File: src/rtl/reg_stack3.sv
module reg_stack3 #(
  parameter int WIDTH = 16
) (
  input  logic             clk,
  input  logic             rst_n,
  input  logic [2:0]       op,
  input  logic             ld_en,
  input  logic [WIDTH-1:0] ld_data,
  input  logic             byte_mode,
  output logic [WIDTH-1:0] tos,
  output logic [WIDTH-1:0] nos,
  output logic [WIDTH-1:0] bos
);
  localparam int HALF = WIDTH / 2;

  localparam logic [2:0] OP_DUP  = 3'd1;
  localparam logic [2:0] OP_SWAP = 3'd2;
  localparam logic [2:0] OP_ROT  = 3'd3;
  localparam logic [2:0] OP_BSWP = 3'd4;
  localparam logic [2:0] OP_BREV = 3'd5;

  logic [WIDTH-1:0] rev_tos;
  logic [WIDTH-1:0] ld_val;
  logic [WIDTH-1:0] t_n, n_n, b_n;

  always_comb begin
    for (int i = 0; i < WIDTH; i++) rev_tos[i] = tos[WIDTH-1-i];
  end

  assign ld_val = byte_mode ? {{HALF{1'b0}}, ld_data[HALF-1:0]} : ld_data;

  always_comb begin
    t_n = tos;
    n_n = nos;
    b_n = bos;
    if (ld_en) t_n = ld_val;
    else begin
      case (op)
        OP_DUP:  begin n_n = tos; b_n = nos; end
        OP_SWAP: begin t_n = nos; n_n = tos; end
        OP_ROT:  begin t_n = nos; n_n = bos; b_n = tos; end
        OP_BSWP: t_n = {tos[HALF-1:0], tos[WIDTH-1:HALF]};
        OP_BREV: t_n = rev_tos;
        default: ;
      endcase
    end
  end

  always_ff @(posedge clk or negedge rst_n) begin
    if (!rst_n) begin
      tos <= '0;
      nos <= '0;
      bos <= '0;
    end else begin
      tos <= t_n;
      nos <= n_n;
      bos <= b_n;
    end
  end

  a_r1_reset_clear: assert property (@(posedge clk)
    !rst_n |=> (tos == '0 && nos == '0 && bos == '0));

  a_r2_word_load: assert property (@(posedge clk) disable iff (!rst_n)
    (ld_en && !byte_mode) |=> (tos == $past(ld_data) && $stable(nos) && $stable(bos)));

  a_r3_byte_load: assert property (@(posedge clk) disable iff (!rst_n)
    (ld_en && byte_mode) |=> (tos[WIDTH-1:HALF] == '0 &&
                              tos[HALF-1:0] == $past(ld_data[HALF-1:0]) && $stable(nos)));

  a_r4_load_wins: assert property (@(posedge clk) disable iff (!rst_n)
    (ld_en && op != 3'd0) |=> ($stable(nos) && $stable(bos)));

  a_r5_dup: assert property (@(posedge clk) disable iff (!rst_n)
    (!ld_en && op == OP_DUP) |=> (tos == $past(tos) && nos == $past(tos) && bos == $past(nos)));

  a_r6_swap: assert property (@(posedge clk) disable iff (!rst_n)
    (!ld_en && op == OP_SWAP) |=> (tos == $past(nos) && nos == $past(tos) && $stable(bos)));

  a_r7_rotate: assert property (@(posedge clk) disable iff (!rst_n)
    (!ld_en && op == OP_ROT) |=> (tos == $past(nos) && nos == $past(bos) && bos == $past(tos)));

  a_r8_byte_swap: assert property (@(posedge clk) disable iff (!rst_n)
    (!ld_en && op == OP_BSWP) |=> (tos[HALF-1:0] == $past(tos[WIDTH-1:HALF]) &&
                                   tos[WIDTH-1:HALF] == $past(tos[HALF-1:0]) && $stable(nos)));

  a_r9_bit_rev_ends: assert property (@(posedge clk) disable iff (!rst_n)
    (!ld_en && op == OP_BREV) |=> (tos[0] == $past(tos[WIDTH-1]) &&
                                   tos[WIDTH-1] == $past(tos[0]) && $stable(bos)));

  a_r10_idle_hold: assert property (@(posedge clk) disable iff (!rst_n)
    (!ld_en && (op == 3'd0 || op > OP_BREV)) |=> ($stable(tos) && $stable(nos) && $stable(bos)));
endmodule

File: config.mk
export PLATFORM = sky130hd
export DESIGN_NAME = reg_stack3
export DESIGN_NICKNAME = d
export VERILOG_FILES = /design/src/rtl/reg_stack3.sv
export SDC_FILE = /design/constraint.sdc
export NUM_CORES = 1
export LEC_CHECK = 0
export BUFFER_PORTS_ARGS = -buffer_cell sky130_fd_sc_hd__buf_2
export CAP_MARGIN = 5
export CORE_MARGIN = 2
export CORE_UTILIZATION = 35
export CTS_CLUSTER_SIZE = 14
export DETAILED_ROUTE_END_ITERATION = 6
export GPL_ROUTABILITY_DRIVEN = 0
export PLACE_DENSITY = 0.71
export RECOVER_POWER = 50
export SYNTH_ARGS = -nofsm -noshare
export SYNTH_HDL_FRONTEND = slang
export SYNTH_SLANG_ARGS = --single-unit
File: constraint.sdc
create_clock -name clk -period 1.22 [get_ports clk]
set_input_delay 0.122 -clock clk [delete_from_list [all_inputs] [get_ports clk]]
set_output_delay 0.122 -clock clk [all_outputs]
set_load 0.01 [all_outputs]
==> impl_metrics.yaml <==
outcome:
  status: "complete, but fails checks"
  violations: "negative setup slack"
clock_network:
  cts_tree: "done"
  clk_path_buf_depth: 2
  numCtsBuffers: 5
  clock_latency_ns: 0.31
  h-tree-depth: 2
  clk_pin_slew_ns: 0.09
  clock_sinks: 48
  root_buffer: "clkbuf_8"
  cts_setup_buffers: 0
drt:
  vias: 2352
  first_pass_iters: 4
  via_per_inst: 5.04
  remaining_drc_errors: 0
  routedWlPerCell_um: 15.0
  initialDrtViolationCount: 218
  antenna_left: 0
  drt_wl_total_mm: 7.00
worst_hold_path:
  min_from: "ld_data[4]"
  hold_class: "in2reg"
  hold_depth: 3
  whs_endpoint: "tos[4]"
sta:
  fmax_ghz: 0.796
  layout_setup_ws_ns: -0.0371
  post-route-period-util_pct: 103
  maxSlewHeadroom_pct: 55.2
  worst_slew_pin_slew_ns: 0.673
  rsz0062_at_grt: "yes"
  min_period_ns: 1.26
  slew_violations: 0
  hold_viol: 0
  finClkSkew_ns: 0.00718
  final-setup-viol-count: 1
synth:
  ys_seq_area_share_pct: 45.8
  synth_nets: 290
  avgSynthCellArea_um2: 9.82
  yosys_warnings: 0
  mappedNetlistArea_um2: 2620
  netlist_instances: 267
  ys_ff_latch: 48
  synthDistinctLibCells: 27
worst_setup_path:
  r2r_slack_ns: -0.04
  r2r.worst_path.cells: 3
  start_kind: "flop"
  r2r-start: "tos[13]"
  end_kind: "flop"
  cp_data_required_time_ns: 1.40
  arrival_ns: 1.43
  path_max_fanout: 3
  r2r-end: "tos[5]"
  path_class: "reg2reg"
  slowest_stage: "dfrtp_1"
  crit_path_max_incr_delay_ns: 0.41
  path_cells: "mux2_2 -> a222oi_1 -> mux2i_1"
floorplanning:
  ios: 71
  die-area_um2: 8200
  core_region_area_um2: 7250
  die_x_um: 90.6
  num_rows: 31
  dieHeight_um: 90.6
  initial_utilization_pct: 36.2
pwr:
  leakage_nw: 1.68
  p_per_area_nw_per_um2: 1390
  ir_drop_v: 0.000657
  power.total_w: 0.00479
run:
  drv_cap: 0
global_routing:
  grt_overflow: 0
  grt_max_degree: 49
  grt_pass1_vias: 2229
  gr-usage-all-layers_pct: 16.9
  grt_pass1_wl_mm: 11.2
  antenna_found_initial: 0
layout:
  drive_gt1_share_pct: 37.0
  fill_cells: 716
  nets: 390
  regArea_um2: 1200
  area_growth_pct: 31.1
  antennaDiodeCount: 0
  multiInputGateArea_um2: 1240
placed_design:
  place_ws_ns: -0.124
  dp_hpwl_mm: 5.22
  portBuffers: 70
==> report_power, final <==
part           switching, W  total (W)  internal, W
Sequential         0.000290    0.00219      0.00190
Combinational      0.000809    0.00159     0.000781
Clock              0.000554    0.00101     0.000454
Total               0.00165    0.00479      0.00313
==> registers in the layout (all words and copies together), names as in the netlist <==
signal / cells
tos: 16
bos: 16
nos: 16
==> cell type report <==
cell class | count | share of cell area, %
well taps | 99 | 3.60
flip-flops and latches | 48 | 34.9
repair buffers | 117 | 21.8
clock inverters | 2 | 0.291
clock buffers | 6 | 2.40
inverters | 7 | 0.764
multi-input cells | 188 | 36.2
==> placed cells by master (no fill, tap or decap), drive strengths merged <==
master	count
dfrtp	48
a21oi	2
o21ai	33
a211o	9
nor2b	3
a222oi	7
nor2	19
mux2	14
and2	1
inv	7
nand2	41
o22ai	16
clkbuf	13
mux2i	32
or2b	1
a31oi	8
or3	1
dlygate4sd3	1
nor3b	1
clkinv	2
buf	109
==> routing by layer <==
metal | track usage, % | part of all wire (%)
met5 | 0 | 0
met4 | 4.87 | 1.3
met3 | 3.01 | 3.9
met2 | 26.7 | 47
met1 | 23.9 | 48
==> critical path, delay by kind of cell, from the launching register on <==
| family | cells | cell delay [ns] |
|---|---|---|
| DFF | 1 | 0.41 |
| muxes | 2 | 0.40 |
| AOI/OAI and AO/OA | 1 | 0.32 |
==> how the worst max path moves through the flow <==
stage | startpoint | end
after floorplan | op[1] | tos[12]
after global placement | op[1] | nos[5]
after detailed placement | op[2] | tos[14]
after CTS | tos[13] | tos[5]
after global routing | tos[13] | tos[5]
final | tos[13] | tos[5]
==> stage by stage <==
| stage | instances | utilization [%] | hold WS, ns | setup TNS [ns] | area [um2] |
|---|---|---|---|---|---|
| final | 467 | 47.4 | 0.0376 | -0.0371 | 3440 |
| after global placement | 458 | 46.2 | 0.137 | -1.44 | 3350 |
| after CTS | 467 | 47.7 | 0.0330 | -0.0476 | 3460 |
| after global routing | 467 | 47.4 | 0.0308 | -0.796 | 3440 |
| after floorplan | 267 | - | -0.174 | 0 | 2630 |
| after detailed placement | 458 | 46.2 | 0.134 | -2.46 | 3350 |
==> cells in the mapped netlist (all sizes together) <==
cell type  number  area (um2)
a211o           9        78.8
a21oi           2        10.0
a222oi          7        70.1
a31oi           8        56.3
and2            1        6.26
buf            15         121
clkbuf          9        33.8
dfrtp          48        1200
inv             7        26.3
mux2           14         158
mux2i          32         320
nand2          41         154
nor2           19        73.8
nor2b           3        26.3
nor3b           1        7.51
o21ai          33         165
o22ai          16         100
or2b            1        7.51
or3             1        6.26
==> kinds of logic after synthesis <==
kind of cell	after synthesis	synth area share, %
multiplexers	46	18.2
AND/OR/NAND/NOR	67	10.7
AO/OA/AOI/OAI	75	18.3
buffers and inverters	31	6.92
flip-flops	48	45.8
==> timing repair <==
action / in CTS / in global routing
gates resized for setup: 1 / 1
hold endpoints to repair: 48 / 0
hold buffers: 1 / 0
pin swaps: 0 / 0
endpoints found under the setup margin: 2 / 7
Power figures use the tool's default switching activity.
